File: src/rtl/rowsel_pkg.sv
package rowsel_pkg;
  localparam int LN_CLK  = 0;
  localparam int LN_DAT  = 1;
  localparam int LN_BLK  = 2;
  localparam int LN_CTRL = 3;

  typedef enum logic {ST_IDLE = 1'b0, ST_SHIFT = 1'b1} seq_st_t;
endpackage

File: src/rtl/rowsel_rst_sync.sv
module rowsel_rst_sync (
  input  logic clk,
  input  logic rst_n,
  output logic rst_sn
);
  logic [1:0] sync_q;

  always_ff @(posedge clk or negedge rst_n) begin
    if (!rst_n) sync_q <= 2'b00;
    else        sync_q <= {sync_q[0], 1'b1};
  end

  assign rst_sn = sync_q[1];
endmodule

File: src/rtl/rowsel_slot_ctr.sv
module rowsel_slot_ctr
  import rowsel_pkg::*;
#(
  parameter int ROW_W = 5,
  parameter int SLOTS = 16,
  localparam int SLOT_W = $clog2(SLOTS)
) (
  input  logic              clk,
  input  logic              rst_n,
  input  logic              start_i,
  input  logic              adv_i,
  input  logic [ROW_W-1:0]  row_i,
  output logic              busy_o,
  output logic [SLOT_W-1:0] slot_o,
  output logic [ROW_W-1:0]  row_o,
  output logic              done_o
);
  seq_st_t           st_q, st_d;
  logic [SLOT_W-1:0] slot_q, slot_d;
  logic [ROW_W-1:0]  row_q;
  logic              done_q, done_d;
  logic              slot_ce, row_ce, last_w;

  assign last_w = (st_q == ST_SHIFT) && adv_i && (slot_q == SLOT_W'(SLOTS - 1));

  // next-state
  always_comb begin
    st_d    = st_q;
    slot_d  = slot_q;
    slot_ce = 1'b0;
    row_ce  = 1'b0;
    done_d  = last_w;
    case (st_q)
      ST_IDLE: begin
        if (start_i) begin
          st_d    = ST_SHIFT;
          slot_d  = '0;
          slot_ce = 1'b1;
          row_ce  = 1'b1;
        end
      end
      ST_SHIFT: begin
        if (adv_i) begin
          slot_ce = 1'b1;
          if (last_w) begin
            slot_d = '0;
            if (start_i) row_ce = 1'b1;
            else         st_d   = ST_IDLE;
          end else begin
            slot_d = SLOT_W'(slot_q + 1'b1);
          end
        end
      end
      default: st_d = ST_IDLE;
    endcase
  end

  // registers
  always_ff @(posedge clk or negedge rst_n) begin
    if (!rst_n) begin
      st_q   <= ST_IDLE;
      slot_q <= '0;
      row_q  <= '0;
      done_q <= 1'b0;
    end else begin
      st_q   <= st_d;
      done_q <= done_d;
      if (slot_ce) slot_q <= slot_d;
      if (row_ce)  row_q  <= row_i;
    end
  end

  assign busy_o = (st_q == ST_SHIFT);
  assign slot_o = slot_q;
  assign row_o  = row_q;
  assign done_o = done_q;
endmodule

File: src/rtl/rowsel_bit_enc.sv
module rowsel_bit_enc
  import rowsel_pkg::*;
#(
  parameter int SER_BITS = 8,
  localparam int SEL_W  = $clog2(SER_BITS),
  localparam int SLOT_W = SEL_W + 1
) (
  input  logic              busy_i,
  input  logic [SLOT_W-1:0] slot_i,
  input  logic [SEL_W-1:0]  sel_i,
  output logic [LN_CTRL-1:0] ctrl_o
);
  logic [SER_BITS-1:0] hot_w;
  logic [SEL_W-1:0]    bit_k;

  for (genvar k = 0; k < SER_BITS; k++) begin : g_hot
    assign hot_w[k] = (sel_i == SEL_W'(k));
  end

  assign bit_k = SEL_W'(SER_BITS - 1) - slot_i[SLOT_W-1:1];

  always_comb begin
    ctrl_o = '0;
    if (busy_i) begin
      ctrl_o[LN_CLK] = ~slot_i[0];
      ctrl_o[LN_DAT] = hot_w[bit_k];
      ctrl_o[LN_BLK] = 1'b1;
    end
  end
endmodule

File: src/rtl/rowsel_field_mux.sv
module rowsel_field_mux
  import rowsel_pkg::*;
#(
  parameter int ROW_W    = 5,
  parameter int WORD_W   = 16,
  parameter int ADDR_OFS = 0
) (
  input  logic               busy_i,
  input  logic [LN_CTRL-1:0] ctrl_i,
  input  logic [ROW_W-1:0]   row_live_i,
  input  logic [ROW_W-1:0]   row_lat_i,
  input  logic               prev_i,
  output logic [WORD_W-1:0]  word_o
);
  logic [ROW_W-1:0] base_w, disp_w, field_w;

  always_comb begin
    base_w  = busy_i ? row_lat_i : row_live_i;
    disp_w  = prev_i ? ROW_W'(base_w - 1'b1) : base_w;
    field_w = {disp_w[ROW_W-1:LN_CTRL], ctrl_i};
  end

  for (genvar i = 0; i < WORD_W; i++) begin : g_word
    if (i >= ADDR_OFS && i < ADDR_OFS + ROW_W) begin : g_fld
      assign word_o[i] = field_w[i-ADDR_OFS];
    end else begin : g_zero
      assign word_o[i] = 1'b0;
    end
  end
endmodule

File: src/rtl/rowsel_seq.sv
module rowsel_seq
  import rowsel_pkg::*;
#(
  parameter int ROW_W    = 5,
  parameter int SER_BITS = 8,
  parameter int WORD_W   = 16,
  parameter int ADDR_OFS = 0,
  localparam int SLOTS  = 2 * SER_BITS,
  localparam int SEL_W  = $clog2(SER_BITS),
  localparam int SLOT_W = $clog2(SLOTS)
) (
  input  logic              clk,
  input  logic              rst_n,
  input  logic              start,
  input  logic              slot_en,
  input  logic [ROW_W-1:0]  row_idx,
  input  logic              lsb_plane,
  output logic              busy,
  output logic              done,
  output logic [WORD_W-1:0] addr_word
);
  logic               rst_s;
  logic               busy_w;
  logic [SLOT_W-1:0]  slot_w;
  logic [ROW_W-1:0]   row_lat;
  logic [LN_CTRL-1:0] ctrl_w;

  rowsel_rst_sync u_rst (
    .clk    (clk),
    .rst_n  (rst_n),
    .rst_sn (rst_s)
  );

  rowsel_slot_ctr #(.ROW_W(ROW_W), .SLOTS(SLOTS)) u_ctr (
    .clk     (clk),
    .rst_n   (rst_s),
    .start_i (start),
    .adv_i   (slot_en),
    .row_i   (row_idx),
    .busy_o  (busy_w),
    .slot_o  (slot_w),
    .row_o   (row_lat),
    .done_o  (done)
  );

  rowsel_bit_enc #(.SER_BITS(SER_BITS)) u_enc (
    .busy_i (busy_w),
    .slot_i (slot_w),
    .sel_i  (row_lat[SEL_W-1:0]),
    .ctrl_o (ctrl_w)
  );

  rowsel_field_mux #(.ROW_W(ROW_W), .WORD_W(WORD_W), .ADDR_OFS(ADDR_OFS)) u_mux (
    .busy_i     (busy_w),
    .ctrl_i     (ctrl_w),
    .row_live_i (row_idx),
    .row_lat_i  (row_lat),
    .prev_i     (lsb_plane),
    .word_o     (addr_word)
  );

  assign busy = busy_w;
endmodule

File: config.mk
export PLATFORM = sky130hd
export DESIGN_NAME = rowsel_seq
export DESIGN_NICKNAME = d
export VERILOG_FILES = /design/src/rtl/rowsel_pkg.sv /design/src/rtl/rowsel_rst_sync.sv /design/src/rtl/rowsel_slot_ctr.sv /design/src/rtl/rowsel_bit_enc.sv /design/src/rtl/rowsel_field_mux.sv /design/src/rtl/rowsel_seq.sv
export SDC_FILE = /design/constraint.sdc
export NUM_CORES = 1
export LEC_CHECK = 0
export BUFFER_PORTS_ARGS = -buffer_cell sky130_fd_sc_hd__buf_2
export CAP_MARGIN = 0
export CORE_MARGIN = 1.5
export CORE_UTILIZATION = 31
export DETAILED_ROUTE_END_ITERATION = 8
export PLACE_DENSITY_LB_ADDON = 0.15
export SLEW_MARGIN = 30
export SYNTH_ARGS = -nofsm -noshare
export SYNTH_HDL_FRONTEND = slang
export SYNTH_HIERARCHICAL = 1
export SYNTH_SLANG_ARGS = --single-unit
File: constraint.sdc
create_clock -name clk -period 2 [get_ports clk]
set_input_delay 0.1 -clock clk [delete_from_list [all_inputs] [get_ports clk]]
set_output_delay 0.1 -clock clk [all_outputs]
set_load 0.05 [all_outputs]
==> key figures, run 1 <==
Logic synthesis
  • Synth warn: 6
  • Synth cell types: 27
  • Adder-Cell Fraction of Synth Area: under 10%
  • Post-synth EDFFs: 0
  • Synth Area in Compound Gates: approximately 9.0%
  • Synth area leaders: dfrtp_1, buf_4, xor2_1
  • Sequential-to-total area share from yosys stat: about two fifths
  • Area leader, netlist: dfrtp_1
  • Largest family of logic cells by synthesized area: simple AND/OR/NAND/NOR gates
  • Area fraction of the dominant cell type after synthesis: about two fifths
  • Mapped Area: around 790 sq um
  • Post-synthesis average cell area: about 11 sq um
  • Asr flop ratio synth: 100%
  • Most frequent cell after synthesis: buf_4
  • Yosys reg bits: 13
  • Simple-Gate Fraction of Synth Area: between 10% and 20%
  • Multiplexer share of the synthesized area: 12.3%
  • Cells after Synth: 71
  • Xor and xnor area share after synthesis: 5.51%
  • Commonest cells in the netlist: buf_4, dfrtp_1, xor2_1
  • Main synth FF type: dfrtp_1

Critical path
  • Critical path's slowest cell: dfrtp_1
  • Critical path, cell by cell: buf_4 -> nor4b_4 -> o211ai_1 -> xor2_2 -> clkbuf_4
  • Delay of the slowest critical-path stage: about 460 ps
  • Arr. time, crit path: 1780 ps
  • Kind of critical path: flop to output port
  • Setup crit start kind: flop
  • CP Data Required Time: around 1900 ps
  • Worst Path Max Fanout: 13
  • Crit path capture type: output port

Pwr
  • Internal power: 0.000644 W
  • Seq pwr share: 38.1%
  • Peak supply drop: between 500 and 600 uV
  • Logic pwr share: 48.7%
  • Sw Ratio: approximately 48%
  • Clock share of power: a little over an eighth
  • Pwr dens: 1380 nW/um^2
  • Psw: 0.000587 W
  • Leak: 0.438 nW

Timing
  • Worst Hold Slack: between 50 and 60 ps
  • Max Clk Rate: ~530 MHz
  • Skew final: 0.495 ps
  • Pins over their slew limit: 0
  • Final hold violations: 0
  • Final setup vio count: 0
  • Final min period: 1880 ps
  • Final Worst Setup Slack: ~120 ps
  • Period Utilization, post-route: 94.2%
  • Setup Total Neg Slack: 0 ps
  • RSZ-0062 raised after global routing: false

Drt
  • Initial DRC Count: 1
  • Post-route DRC: 0
  • Vias post-DR: about 500
  • Antenna Violating Nets Remaining: 0
  • Post-DR wirelength/cell: approximately 11 um
  • First drt pass iteration count: 2
  • Drt total wl: between 1000 and 1500 um
  • Vias/cell: 4.39

Place
  • Setup slack at placement: 380 ps
  • RD Place Congestion: between 0.7 and 0.8
  • DP HPWL: 1030 um
  • Port Buffers: 16

Clock tree
  • H-tree depth: 1
  • Clock root buffer: clkbuf_4
  • CTS tree: yes
  • CTS buffer count: 3
  • CTS sink cnt: 13
  • Worst-Skew Late Latency: between 200 and 300 ps
  • Post-CTS setup buffer count: 0
  • Clock buffer depth: 2
  • Worst-path clk slew: approximately 80 ps

Global route
  • Total grt overflow: 0
  • Vias in the first global route: around 500
  • First-pass GRT wire length: between 2000 and 2500 um
  • Gr usage total: about a tenth
  • Initial antenna violation count: 0
  • Largest net degree at the start of global routing: 14

Die
  • Die width: approximately 54 um
  • CORE AREA: about 2500 sq um
  • Initial Util: 32.4%
  • Ports: 28
  • Core Rows: 18
  • Die H: 53.6 um
  • Die Area: approximately 2900 sq um

Finish
  • ANT cells: 0
  • Area Overhead vs Synth: 12.6%
  • Final-layout fill cell count: 257
  • Fin nets: 99
  • Layout cell share with drive strength beyond 1: 36.8%
  • Post-layout util: approximately 36%

Status
  • Status: finished, final reports clean

Hold path
  • HP Class: input pin to flop

Job
  • Maximum capacitance violations: 0
[layout make-up]
| type | count | area (sq um) | area share [%] |
|---|---|---|---|
| Clock buffer | 3 | 22.5 | 2.52 |
| Clock inverter | 1 | 5.00 | 0.559 |
| Multi-Input combinational cell | 52 | 404 | 45.2 |
| Sequential cell | 13 | 325 | 36.4 |
| Tap cell | 30 | 37.5 | 4.20 |
| Timing Repair Buffer | 18 | 100 | 11.2 |
[power groups by stage]
stage	logic (W)	registers, W	clock network, W
floorplan	0.000537	0.000457	0
global placement	0.000592	0.000480	0
detailed placement	0.000596	0.000478	0
CTS	0.000600	0.000472	0.000177
global route	0.000651	0.000487	0.000187
finish	0.000599	0.000469	0.000162
[final timing paths]
path | startpoint | slack (ps) | cells past startpoint | endpoint
worst max-delay path | u_ctr/busy_o | 120 | 5 | addr_word[4]
worst min-delay path | row_idx[4] | 60 | 2 | u_ctr/row_o[4]
worst max register to register | u_ctr/slot_o[1] | 490 | 4 | u_ctr/row_o[2]
worst min register to register | u_rst/sync_q[1] | 190 | 0 | u_ctr/row_o[3]
max in group asynchronous | u_rst/sync_q[1] | 1500 | 0 | u_ctr/slot_o[1]
min in group asynchronous | rst_n | 120 | 2 | u_rst/sync_q[0]
[worst max-delay path: cells and delay by family (launching register included)]
family	cells	cell delay, ps
simple gates	1	230
compound gates	1	160
flops	1	460
buf+inv	2	450
xor+xnor	1	200
[per-layer routing]
metal  global-route usage (%)  vias to the layer above  wire (um)
met5                        0                        -          0
met4                     6.41                        0         12
met3                     2.50                        2         52
met2                     15.0                       12        619
li1                         -                      251          -
met1                     14.1                      249        620
[registers in the layout, summed over array words and instances (netlist names)]
name          count
u_ctr/row_o       5
u_ctr/slot_o      4
u_rst/sync_q      2
u_ctr/busy_o      1
u_ctr/done_o      1
[timing repair]
action / CTS / global route
setup endpoints to repair: 0 / 1
hold buffers: 1 / 0
hold endpoints to repair: 2 / 0
resized for setup: 0 / 1
[logic make-up after synthesis]
kind of cell,Yosys count
AOI/OAI and AO/OA,9
xor gates and xnor gates,5
adders and majority gates,1
buffers and inverters,16
DFF,13
muxes,9
other,2
and+or+nand+nor,16
[through the flow]
step,instances,instance area (sq um),power (W)
after detailed placement,112,855,0.00107
after floorplan,81,847,0.000995
after CTS,117,892,0.00125
after global placement,112,855,0.00107
after global routing,117,895,0.00132
final,117,895,0.00123
[cells in the final DEF, fill, tap and decap left out, drive strengths merged, types with 2 or more instances in the layout]
master / instances
conb: 12
nand2: 3
nor2: 2
nand3: 2
mux2: 6
clkbuf: 4
nand4: 2
xor2: 5
o21ai: 4
mux2i: 3
dfrtp: 13
buf: 16
Power figures use the tool's default switching activity.
==> run 2: changes to the inputs <==
- BUFFER_PORTS_ARGS: -buffer_cell sky130_fd_sc_hd__buf_2 -> -buffer_cell sky130_fd_sc_hd__clkbuf_2
==> run 2 against run 1 <==
Wire length down 4.5%. Critical endpoint unchanged. Total power decreased by 0.86%. Critical path depth stayed put. Register-to-register slack hardly changed.
==> key figures, run 2 (synthesized netlist as in run 1, its figures left out) <==
Critical path
  • Arr. time, crit path: 1810 ps (+30 ps)
  • Critical path's slowest cell: dfrtp_1
  • Critical path, cell by cell: buf_4 -> nor4b_4 -> o211ai_1 -> xor2_2 -> buf_2
  • Reg2Reg Setup Slack: 480 ps (about the same)
  • Worst Path Max Fanout: 13 (unchanged)
  • Setup crit start kind: flop
  • Crit path capture type: output port
  • CP Data Required Time: 1900 ps (about the same)
  • Kind of critical path: flop to output port
  • Delay of the slowest critical-path stage: 460 ps (about the same)

Status
  • Status: finished, final reports clean

Finish
  • Most common cell after layout, fill and taps aside: clkbuf_2
  • Non-Filler Instances: 117 (unchanged)
  • Most frequent cells in the layout: clkbuf_2, dfrtp_1, conb_1, o21ai_0
  • FF+latch area: 325 sq um (unchanged)
  • Layout cell share with drive strength beyond 1: 36.8% (unchanged)
  • Final-layout fill cell count: 257 (unchanged)
  • Area Overhead vs Synth: 12.3%
  • Max FFs per register: 5 (unchanged)
  • ANT cells: 0 (unchanged)
  • Fin nets: 99 (unchanged)
  • Multi-input logic area: 404 sq um (unchanged)

Die
  • CORE AREA: 2450 sq um (unchanged)
  • Core Rows: 18 (unchanged)
  • Ports: 28 (unchanged)
  • Die Area: 2880 sq um (unchanged)
  • Initial Util: 32.4% (unchanged)
  • Die width: 53.6 um (unchanged)
  • Die H: 53.6 um (unchanged)

Timing
  • Pins over their slew limit: 0 (unchanged)
  • Skew final: 0.499 ps (+0.00464 ps)
  • Setup Total Neg Slack: 0 ps (unchanged)
  • Final hold violations: 0 (unchanged)
  • Final min period: 1910 ps (+27.7 ps)
  • Final setup vio count: 0 (unchanged)
  • Max Clk Rate: 523 MHz (-1.4%)
  • RSZ-0062 raised after global routing: false
  • Period Utilization, post-route: 95.6% (+1.4 points)

Clock tree
  • CTS tree: yes
  • H-tree depth: 1 (unchanged)
  • Worst-path clk slew: 80 ps (about the same)
  • CTS buffer count: 3 (unchanged)
  • Worst-Skew Late Latency: 270 ps (about the same)
  • Clock buffer depth: 2 (unchanged)
  • Clock root buffer: clkbuf_4
  • CTS sink cnt: 13 (unchanged)

Drt
  • Antenna Violating Nets Remaining: 0 (unchanged)
  • Initial DRC Count: 4 (+3)
  • Post-DR wirelength/cell: 10.6 um (-4.5%)
  • First drt pass iteration count: 3 (+1)
  • Vias post-DR: 504 (-1.9%)
  • Drt total wl: 1250 um (-4.5%)
  • Post-route DRC: 0 (unchanged)
  • Vias/cell: 4.31 (-1.9%)

Place
  • Post-Place Cells: 112 (unchanged)
  • Port Buffers: 16 (unchanged)
  • RD Place Congestion: 0.785 (+2.9%)
  • DP HPWL: 1030 um (about the same)

Job
  • Maximum capacitance violations: 0 (unchanged)

Pwr
  • Logic pwr share: 48.4% (-0.3 points)
  • Internal power: 0.000636 W (-1.3%)
  • Seq pwr share: 38.6% (+0.5 points)
  • Pwr dens: 1370 nW/um^2 (-0.59%)
  • Peak supply drop: 603 uV (+6.0%)
  • Leak: 0.441 nW (+0.70%)
  • Clock share of power: 13.0% (-0.2 points)
  • Psw: 0.000585 W (-0.37%)
  • Sw Ratio: 47.9% (+0.24 points)

Global route
  • Initial antenna violation count: 0 (unchanged)
  • First-pass GRT wire length: 1990 um (-5.6%)
  • Gr usage total: 9.81% (-0.64 points)
  • Largest net degree at the start of global routing: 14 (unchanged)
  • Vias in the first global route: 464 (-5.1%)
  • Total grt overflow: 0 (unchanged)

Hold path
  • HP Class: input pin to flop
run 2: changes by cell type in the layout (fill, tap and decap cells not counted), sizes merged:
cell / delta
clkbuf: +14
buf: -14
run 2: repair_timing:
| action | in CTS | in global routing |
|---|---|---|
| hold buffers | 1 | 0 |
| endpoints found under the hold margin | 2 | 0 |
| setup buffers | 0 | 0 |
| setup endpoints to repair | 0 | 1 |
| resized for setup | 0 | 1 |
run 2: stage by stage:
stage | setup slack, ps | power (W) | instance area (sq um) | hold WS (ps) | util [%]
detailed placement | 357 | 0.00107 | 855 | -111 | 34.8
finish | 87.9 | 0.00122 | 892 | 65.8 | 36.3
global route | 2.25 | 0.00130 | 892 | 55.5 | 36.3
CTS | 39.6 | 0.00124 | 892 | 58.6 | 36.3
floorplan | 43.2 | 0.000995 | 847 | -196 | -
global placement | 397 | 0.00107 | 855 | -114 | 34.8
run 2: power groups by stage:
| stage | logic [W] | clock network [W] | registers, W |
|---|---|---|---|
| finish | 0.000590 | 0.000159 | 0.000471 |
| global route | 0.000633 | 0.000178 | 0.000488 |
| CTS | 0.000598 | 0.000168 | 0.000472 |
| detailed placement | 0.000595 | 0 | 0.000478 |
| global placement | 0.000593 | 0 | 0.000479 |
| floorplan | 0.000537 | 0 | 0.000457 |
run 2: worst paths after layout:
path / startpoint / endpoint / cells after the start
min reg2reg: u_rst/sync_q[1] / u_ctr/row_o[2] / 0
max reg2reg: u_ctr/slot_o[1] / u_ctr/row_o[2] / 4
max: u_ctr/busy_o / addr_word[4] / 5
min: row_idx[4] / u_ctr/row_o[4] / 2
min in group asynchronous: rst_n / u_rst/sync_q[0] / 2
max in group asynchronous: u_rst/sync_q[1] / u_ctr/done_o / 0
run 2: layout make-up:
class,instances,share of cell area [%]
Clock inverter,1,0.561
Timing Repair Buffer,18,10.9
Clock buffer,3,2.52
Sequential cell,13,36.5
Multi-Input combinational cell,52,45.3
Tap cell,30,4.21
run 2: per-layer routing:
metal	global-route usage [%]	part of all wire, %
met1	12.7	50
met2	15.0	45
met3	4.17	4.1
met4	2.56	0.96
met5	0	0
run 2: critical path: cells and delay by family, from the launching register on:
family	cells	cell delay, ps
buffers and inverters	2	500
AOI/OAI and AO/OA	1	170
and+or+nand+nor	1	230
DFF	1	460
xor gates and xnor gates	1	180
